### src/rtl/spi_echo_pkg.sv
package spi_echo_pkg;

    // Source of the byte loaded into the transmit shifter
    typedef enum logic {
        SRC_ECHO  = 1'b0,
        SRC_TXREG = 1'b1
    } tx_src_e;

endpackage

### src/rtl/spi_echo_sync.sv
module spi_echo_sync #(
    parameter int              WIDTH   = 3,
    parameter int              STAGES  = 2,
    parameter logic [WIDTH-1:0] RST_VAL = '0
) (
    input  logic             clk,
    input  logic             rst_n,
    input  logic [WIDTH-1:0] async_i,
    output logic [WIDTH-1:0] sync_o
);

    for (genvar b = 0; b < WIDTH; b++) begin : g_bit
        logic [STAGES-1:0] chain_q;

        always_ff @(posedge clk or negedge rst_n) begin
            if (!rst_n) begin
                chain_q <= {STAGES{RST_VAL[b]}};
            end else begin
                chain_q <= {chain_q[STAGES-2:0], async_i[b]};
            end
        end

        assign sync_o[b] = chain_q[STAGES-1];
    end

endmodule

### src/rtl/spi_echo_idle.sv
module spi_echo_idle #(
    parameter int IDLE_W = 8
) (
    input  logic              clk,
    input  logic              rst_n,
    input  logic              ss_s,      // synchronised select, 1 = released
    input  logic [IDLE_W-1:0] idle_min,
    input  logic              consume,   // frame start took the register
    output logic              armed
);

    typedef struct packed {
        logic [IDLE_W-1:0] cnt;
        logic              armed;
    } idle_state_t;

    idle_state_t st_d, st_q;

    always_comb begin
        st_d = st_q;
        if (ss_s) begin
            if (st_q.cnt != '1) begin
                st_d.cnt = st_q.cnt + 1'b1;
            end
            if (st_d.cnt >= idle_min) begin
                st_d.armed = 1'b1;
            end
        end else begin
            st_d.cnt = '0;
        end
        if (consume) begin
            st_d.armed = 1'b0;
        end
    end

    always_ff @(posedge clk or negedge rst_n) begin
        if (!rst_n) begin
            st_q.cnt   <= '0;
            st_q.armed <= 1'b1;   // first frame after reset sends the register
        end else begin
            st_q <= st_d;
        end
    end

    assign armed = st_q.armed;

endmodule

### src/rtl/spi_echo_core.sv
module spi_echo_core
    import spi_echo_pkg::*;
#(
    parameter int FRAME_W = 8
) (
    input  logic               clk,
    input  logic               rst_n,
    input  logic               sck_s,
    input  logic               mosi_s,
    input  logic               ss_s,
    input  logic               armed,
    input  logic               tx_wr,
    input  logic [FRAME_W-1:0] tx_data,
    output logic               consume,
    output logic               miso,
    output logic               miso_oe,
    output logic [FRAME_W-1:0] rx_data,
    output logic               rx_valid,
    output logic               tx_from_reg
);

    localparam int BIT_W = $clog2(FRAME_W);
    localparam logic [BIT_W-1:0] LAST_BIT = BIT_W'(FRAME_W - 1);

    typedef struct packed {
        logic [FRAME_W-1:0] tx_reg;
        logic [FRAME_W-1:0] shift;
        logic [FRAME_W-1:0] rx_shift;
        logic [FRAME_W-1:0] rx_data;
        logic [BIT_W-1:0]   bitcnt;
        logic               reload;
        logic               rx_valid;
        logic               oe;
        tx_src_e            src;
        logic               sck_prev;
        logic               ss_prev;
    } core_state_t;

    core_state_t st_d, st_q;
    logic        sck_rise, sck_fall;

    assign sck_rise = sck_s & ~st_q.sck_prev;
    assign sck_fall = ~sck_s & st_q.sck_prev;

    always_comb begin
        st_d          = st_q;
        consume       = 1'b0;
        st_d.rx_valid = 1'b0;
        st_d.sck_prev = sck_s;
        st_d.ss_prev  = ss_s;

        if (tx_wr) begin
            st_d.tx_reg = tx_data;
        end

        if (ss_s) begin
            // deselected: bus ignored, counter held at a byte boundary
            st_d.oe     = 1'b0;
            st_d.bitcnt = '0;
            st_d.reload = 1'b0;
        end else if (st_q.ss_prev) begin
            // select just asserted: start a new frame
            st_d.shift  = armed ? st_q.tx_reg : st_q.rx_data;
            st_d.src    = armed ? SRC_TXREG : SRC_ECHO;
            consume     = armed;
            st_d.bitcnt = '0;
            st_d.reload = 1'b0;
            st_d.oe     = 1'b1;
        end else begin
            if (sck_rise) begin
                st_d.rx_shift = {st_q.rx_shift[FRAME_W-2:0], mosi_s};
                if (st_q.bitcnt == LAST_BIT) begin
                    st_d.rx_data  = {st_q.rx_shift[FRAME_W-2:0], mosi_s};
                    st_d.rx_valid = 1'b1;
                    st_d.bitcnt   = '0;
                    st_d.reload   = 1'b1;
                end else begin
                    st_d.bitcnt = st_q.bitcnt + 1'b1;
                end
            end
            if (sck_fall) begin
                if (st_q.reload) begin
                    // back-to-back frame: next byte loaded on the closing edge
                    st_d.shift  = armed ? st_q.tx_reg : st_q.rx_data;
                    st_d.src    = armed ? SRC_TXREG : SRC_ECHO;
                    consume     = armed;
                    st_d.reload = 1'b0;
                end else begin
                    st_d.shift = {st_q.shift[FRAME_W-2:0], 1'b0};
                end
            end
        end
    end

    always_ff @(posedge clk or negedge rst_n) begin
        if (!rst_n) begin
            st_q.tx_reg   <= '0;
            st_q.shift    <= '0;
            st_q.rx_shift <= '0;
            st_q.rx_data  <= '0;
            st_q.bitcnt   <= '0;
            st_q.reload   <= 1'b0;
            st_q.rx_valid <= 1'b0;
            st_q.oe       <= 1'b0;
            st_q.src      <= SRC_ECHO;
            st_q.sck_prev <= 1'b0;
            st_q.ss_prev  <= 1'b1;
        end else begin
            st_q <= st_d;
        end
    end

    assign miso        = st_q.oe & st_q.shift[FRAME_W-1];
    assign miso_oe     = st_q.oe;
    assign rx_data     = st_q.rx_data;
    assign rx_valid    = st_q.rx_valid;
    assign tx_from_reg = (st_q.src == SRC_TXREG);

endmodule

### src/rtl/spi_echo_slave.sv
module spi_echo_slave #(
    parameter int FRAME_W     = 8,
    parameter int SYNC_STAGES = 2,
    parameter int IDLE_W      = 8
) (
    input  logic               clk,
    input  logic               rst_n,
    input  logic               sck_i,
    input  logic               mosi_i,
    input  logic               ss_n_i,
    input  logic [IDLE_W-1:0]  idle_min_i,
    input  logic               tx_wr_i,
    input  logic [FRAME_W-1:0] tx_data_i,
    output logic               miso_o,
    output logic               miso_oe_o,
    output logic [FRAME_W-1:0] rx_data_o,
    output logic               rx_valid_o,
    output logic               tx_from_reg_o
);

    localparam int PIN_N = 3;

    logic [PIN_N-1:0] pins_sync;
    logic             ss_sync, sck_sync, mosi_sync;
    logic             armed, consume;

    spi_echo_sync #(
        .WIDTH   (PIN_N),
        .STAGES  (SYNC_STAGES),
        .RST_VAL (3'b100)
    ) u_sync (
        .clk     (clk),
        .rst_n   (rst_n),
        .async_i ({ss_n_i, sck_i, mosi_i}),
        .sync_o  (pins_sync)
    );

    assign {ss_sync, sck_sync, mosi_sync} = pins_sync;

    spi_echo_idle #(
        .IDLE_W (IDLE_W)
    ) u_idle (
        .clk      (clk),
        .rst_n    (rst_n),
        .ss_s     (ss_sync),
        .idle_min (idle_min_i),
        .consume  (consume),
        .armed    (armed)
    );

    spi_echo_core #(
        .FRAME_W (FRAME_W)
    ) u_core (
        .clk         (clk),
        .rst_n       (rst_n),
        .sck_s       (sck_sync),
        .mosi_s      (mosi_sync),
        .ss_s        (ss_sync),
        .armed       (armed),
        .tx_wr       (tx_wr_i),
        .tx_data     (tx_data_i),
        .consume     (consume),
        .miso        (miso_o),
        .miso_oe     (miso_oe_o),
        .rx_data     (rx_data_o),
        .rx_valid    (rx_valid_o),
        .tx_from_reg (tx_from_reg_o)
    );

endmodule

### config.mk
export PLATFORM = sky130hd
export DESIGN_NAME = spi_echo_slave
export DESIGN_NICKNAME = d
export VERILOG_FILES = /design/src/rtl/spi_echo_pkg.sv /design/src/rtl/spi_echo_sync.sv /design/src/rtl/spi_echo_idle.sv /design/src/rtl/spi_echo_core.sv /design/src/rtl/spi_echo_slave.sv
export SDC_FILE = /design/constraint.sdc
export NUM_CORES = 1
export LEC_CHECK = 0
export CORE_MARGIN = 2
export CORE_UTILIZATION = 44
export CTS_CLUSTER_DIAMETER = 200
export DETAILED_ROUTE_END_ITERATION = 16
export GPL_ROUTABILITY_DRIVEN = 1
export GPL_TIMING_DRIVEN = 0
export PLACE_DENSITY_LB_ADDON = 0.05
export SETUP_SLACK_MARGIN = 0.5
export SKIP_CTS_REPAIR_TIMING = 1
export SLEW_MARGIN = 5
export SYNTH_ARGS = -nofsm -noshare
export SYNTH_HDL_FRONTEND = slang
export SYNTH_SLANG_ARGS = --single-unit
### constraint.sdc
create_clock -name clk -period 2.94 [get_ports clk]
set_input_delay 0.441 -clock clk [delete_from_list [all_inputs] [get_ports clk]]
set_output_delay 0.441 -clock clk [all_outputs]
set_load 0.03 [all_outputs]
# Word-level counts from Yosys, hierarchy flattened
# Cells that the tools add are included.
[classes]
n_mux = 29
bitwise = 7
addsub = 2
n_reduce_logical = 11
n_eq_ne = 2
order_cmp = 1
[ops]
columns = ["operator", "n"]
rows = [
  ["$mux W8", 7],
  ["$mux W1", 17],
  ["$reduce_bool A2 Y1", 5],
  ["$add A8 B1 Y8 const B", 1],
  ["$ge A8 B8 Y1", 1],
  ["$mux W4", 2],
  ["$ne A8 B8 Y1 const B", 1],
  ["$reduce_and A3 Y1", 2],
  ["$mux W5", 1],
  ["$not A1 Y1", 4],
  ["$reduce_and A2 Y1", 2],
  ["$reduce_and A4 Y1", 1],
  ["$add A3 B1 Y3 const B", 1],
  ["$and A1 B1 Y1", 3],
  ["$eq A3 B3 Y1 const B", 1],
  ["$mux W3", 1],
  ["$reduce_bool A3 Y1", 1],
  ["$mux W2", 1],
]
[totals]
reg_bits = 55
output_inout_bits = 12
word_cells = 68
input_bits = 22

# Longest topological paths before layout
[depth]
ltp_word = 7
ltp_mapped = 10

# Hierarchy
# Synthesis repeated with hierarchy kept, for this count alone.
[hier_totals]
cells_unflattened = 205
area_unflattened_um2 = 2653.8
[modules_own_cells]
columns = ["module", "n_inst", "cells_per_inst", "area_per_inst_um2"]
rows = [
  ["spi_echo_core", 1, 129, 1805.5],
  ["spi_echo_idle", 1, 67, 673.1],
  ["spi_echo_sync", 1, 9, 175.2],
]

# Worst setup path before layout
# OpenSTA, ideal clock, no wires.
[synth_timing]
kind = "register -> register"
startpoint = "register u_idle.st_q[1] (netlist bit)"
endpoint = "register u_idle.armed (netlist name)"
n_path_buf = 0
path_stages_with_launch = 9
required_time_ns = 2.857
period_less_slack_ns = 2.310
t_arrival_ns = 2.226
path_slack_ns = 0.630
setup_ns = 0.083
path_cell_list = "dfrtp_1 ha_1 and2_1 a311oi_1 xor2_1 ha_1 and3_1 a221o_1 a221o_1"
[synth_between]
elab_chain_len = 6
word_cells_on_any_way = 7
classes_between = "add/sub (1); order compare (1); eq/ne (1); mux (2); reduce/logical (2)"
[synth_rtl]
columns = ["item", "line", "source"]
rows = [
  ["from (decl)", "spi_echo_idle.sv:17", "idle_state_t st_d, st_q;"],
  ["from (signal assigned)", "spi_echo_idle.sv:41", "st_q <= st_d;"],
  ["$add A8 B1 Y8 or $ne A8 B8 Y1 (tied branches)", "spi_echo_idle.sv:23, spi_echo_idle.sv:22", ""],
  ["$mux W8 *", "spi_echo_idle.sv:22", "if (st_q.cnt != '1) begin"],
  ["$mux W8 *", "spi_echo_idle.sv:21", "if (ss_s) begin"],
  ["$ge A8 B8 Y1 *", "spi_echo_idle.sv:25", "if (st_d.cnt >= idle_min) begin"],
  ["$reduce_bool A2 Y1 (no source line) *", "-", ""],
  ["$reduce_and A2 Y1 (no source line) *", "-", ""],
]
# Mark *: on every way between the ends. The rest lies on a longest branch, timed or not. The select of a mux whose other input is x is not followed.
# A chain may end at the register's enable or synchronous reset.

# Final worst setup path
[layout_timing]
startpoint = "register u_idle.st_q[1] (netlist bit)"
endpoint = "register u_idle.armed (netlist name)"
[layout_between]
elab_chain_len = 6
word_cells_on_any_way = 7
classes_between = "add/sub (1); order compare (1); eq/ne (1); mux (2); reduce/logical (2)"
[layout_rtl]
columns = ["item", "line"]
rows = [
  ["$add A8 B1 Y8 or $ne A8 B8 Y1 (tied branches)", "spi_echo_idle.sv:23, spi_echo_idle.sv:22"],
  ["$mux W8 *", "spi_echo_idle.sv:22"],
  ["$mux W8 *", "spi_echo_idle.sv:21"],
  ["$ge A8 B8 Y1 *", "spi_echo_idle.sv:25"],
  ["$reduce_bool A2 Y1 (no source line) *", "-"],
  ["$reduce_and A2 Y1 (no source line) *", "-"],
]
# Marked as above.

==> flow_summary.rst <==
.. list-table::
   :header-rows: 1

   * - Metric
     - Value
   * - GRT Residual Overflow
     - 0
   * - Detail-routed net length per standard cell
     - 13.7 um
   * - Count of input and output buffers
     - 32
   * - NumNets Final
     - 298
   * - Total global-route track usage
     - 0.157
   * - Peak VDD IR
     - 0.000327 V
   * - Bufs on Longest Clock Path
     - 2
   * - Final standard cell count with taps included and fillers excluded
     - 338
   * - Family with the most delay on the worst path
     - compound AO/OA/AOI/OAI gates
   * - Die area
     - 6520 sq um
   * - Final weighted congestion of routability-driven global placement
     - 0.782
   * - Cell with the largest stage delay on the worst path
     - dfrtp_1
   * - Count of TritonRoute iterations in the first routing pass
     - 4
   * - Reg clk slew, reported paths
     - 0.10 ns
   * - Die X
     - 80.7 um
   * - Worst path most repeated cell
     - a221o_1
   * - TritonCTS clock tree
     - built
   * - Overall power of the completed layout
     - 1.55 mW
   * - Arrival time at the worst endpoint
     - 2.59 ns
   * - Number of clock sinks seen by CTS
     - 55
   * - Die height
     - 80.7 um
   * - Growth of design area from synthesis to finish
     - 23.2%
   * - RSZ-0062 raised after global routing
     - true
   * - Minimum clock period
     - 2.35 ns
   * - Post-synthesis average cell area
     - 11.7 sq um
   * - Ratio of cells with drive above 1 in the final layout
     - 0.248
   * - H-tree depth
     - 2
   * - Power density of the placed cells
     - 485 nW/um^2
   * - Number of hold violations in the final report
     - 0
   * - # rows
     - 27
   * - Diode insertion count for antenna repair
     - 0
   * - Post-DP HPWL
     - 3350 um
   * - Result of the run
     - finished, final reports clean
   * - Max reg flops
     - 29
   * - Transition time at the pin with the least slew margin
     - 0.468 ns
   * - Core area
     - 5610 sq um
   * - Via count of the first global-routing pass
     - 1,635
   * - Kind of start point of the critical path
     - flip-flop
   * - Largest register by flop count
     - u_core.st_q
   * - Crit share post-route
     - 0.799
   * - Fraction of registers with async set/reset
     - 1.00
   * - Routed vias/inst
     - 4.99
   * - Wire length of the first global-routing pass
     - 7810 um
   * - Leak pwr
     - 1.50 nW
   * - Yosys cell types
     - 36
   * - Clock skew
     - 0.00343 ns
   * - Critical path depth
     - 8
   * - Max-cap violation count
     - 0
   * - Endpoint required time on the critical path
     - 3.18 ns
   * - Initial core utilization
     - 0.462
   * - Commonest non-fill, non-tap cells in the layout
     - 49 x dfrtp_1, 31 x clkdlybuf4s50_1, 25 x mux2_2
   * - Number of filler cells placed in the layout
     - 509
   * - Gate count after technology mapping
     - 222
   * - DRC Markers
     - 0
   * - Clock insertion delay at the later pin of the skew report
     - 0.31 ns
   * - Final cell area excluding filler cells
     - 3190 sq um
   * - Highest fanout seen on the critical path
     - 3
   * - Net count after synthesis
     - 255
   * - Mapped Area
     - 2590 sq um
   * - Most common cell after layout, fill and taps aside
     - dfrtp_1
   * - Warnings from Yosys
     - 0
   * - Sequential element share of the synthesized area
     - 0.533
   * - Inserted Clock Buffers
     - 5
   * - Primary FF master, synth
     - dfrtp_1
   * - DR vias
     - 1,687
   * - Setup violations, final
     - 0
   * - Maximum number of pins on one net before global-route repair
     - 39
   * - CTS root buffer
     - clkbuf_8
   * - Hold Worst Slack
     - 0.0615 ns
   * - Critical Path Max Stage Delay
     - 0.40 ns
   * - Sort of element at the end of the critical path
     - flip-flop
   * - Number of max-slew violations in the final report
     - 0
   * - Initial detailed-routing violation count
     - 58
   * - Category of the critical setup timing path
     - flip-flop to flip-flop
   * - Detailed-route wire length
     - 4630 um
   * - Total of flip-flops plus latches after synthesis
     - 55
   * - DRT antenna net count
     - 0
   * - Achievable clock frequency
     - 426 MHz
   * - Post-synth EDFFs
     - 0
   * - Number of antenna violations at the first check in global routing
     - 0
   * - Relative max-transition margin
     - 0.686
   * - Min-delay worst type
     - input port to asynchronous set/reset pin
   * - Total placed instance area
     - 3020 sq um
   * - Worst r2r path cells
     - 8
   * - Count of buffering cells on the critical path with inverters included
     - 1
   * - # placed instances
     - 327
   * - Largest registers
     - u_core.st_q (29), u_core.rx_data (8), u_idle.st_q (8)
   * - Cell breakdown of the critical path
     - buf_4 -> nand2_1 -> nor3_1 -> mux2_2 -> ha_1 -> and3_4 -> a221o_1 -> a221o_1
   * - I/O pin count
     - 34
==> stage by stage <==
stage	setup TNS, ns	worst slack (ns)	utilization
final	0	0.592	0.569
after floorplan	0	0.630	-
after global routing	0	0.445	0.569
after detailed placement	0	0.415	0.538
after CTS	0	0.406	0.559
after global placement	-16.08	-0.318	0.535
==> cells by family after synthesis <==
group	Yosys count	synth area share
AOI/OAI and AO/OA	32	0.0739
xor gates and xnor gates	3	0.0101
adders and majority gates	11	0.0531
buffers and inverters	25	0.0522
DFF	55	0.533
muxes	36	0.152
and+or+nand+nor	60	0.126
==> per-layer routing <==
layer / routed length (um) / part of all wire / global-route usage
met3: 133 / 0.029 / 0.0303
met2: 2020 / 0.44 / 0.227
met5: 0 / 0 / 0
met4: 62 / 0.013 / 0.0559
met1: 2410 / 0.52 / 0.234
==> final timing paths <==
| kind | startpoint | slack, ns | endpoint |
|---|---|---|---|
| setup / recovery | u_idle.st_q[1] | 0.59 | u_idle.armed |
| hold / removal | rst_n | 0.06 | u_idle.st_q[7] |
| setup reg to reg | u_idle.st_q[1] | 0.59 | u_idle.armed |
| hold reg to reg | u_sync.g_bit[1].chain_q[0] | 0.36 | u_sync.g_bit[1].chain_q[1] |
| max in group asynchronous | rst_n | 2.27 | u_core.st_q[0] |
| min in group clk | u_sync.g_bit[1].chain_q[0] | 0.36 | u_sync.g_bit[1].chain_q[1] |
==> synthesized netlist by cell type, types with 4 or more instances <==
library cell | count | area [sq um]
dfrtp_1 | 51 | 1280
mux2_2 | 26 | 293
nor2_1 | 15 | 56.3
nand2_1 | 14 | 52.6
a21oi_1 | 11 | 55.1
ha_1 | 11 | 138
inv_1 | 10 | 37.5
mux2i_1 | 10 | 100
o21ai_0 | 10 | 50.1
buf_4 | 8 | 60.1
nor3_1 | 7 | 35.0
and2_1 | 6 | 37.5
dfstp_2 | 4 | 105
==> layout make-up <==
class | instances | area [sq um] | share of cell area
Inverter | 10 | 37.5 | 0.0118
Tap cell | 72 | 90.1 | 0.0282
Multi-Input combinational cell | 142 | 1100 | 0.346
Sequential cell | 55 | 1380 | 0.434
Timing Repair Buffer | 36 | 358 | 0.112
Buffer | 15 | 97.6 | 0.0306
Clock inverter | 2 | 38.8 | 0.0122
Clock buffer | 6 | 82.6 | 0.0259
==> power breakdown <==
group | switching, mW | total (mW) | leakage [nW] | internal (mW)
Sequential | 0.0353 | 0.847 | 0.710 | 0.812
Combinational | 0.0758 | 0.171 | 0.730 | 0.0955
Clock | 0.248 | 0.529 | 0.0618 | 0.280
Total | 0.359 | 1.55 | 1.50 | 1.19
(Power assumes the default switching activity.)
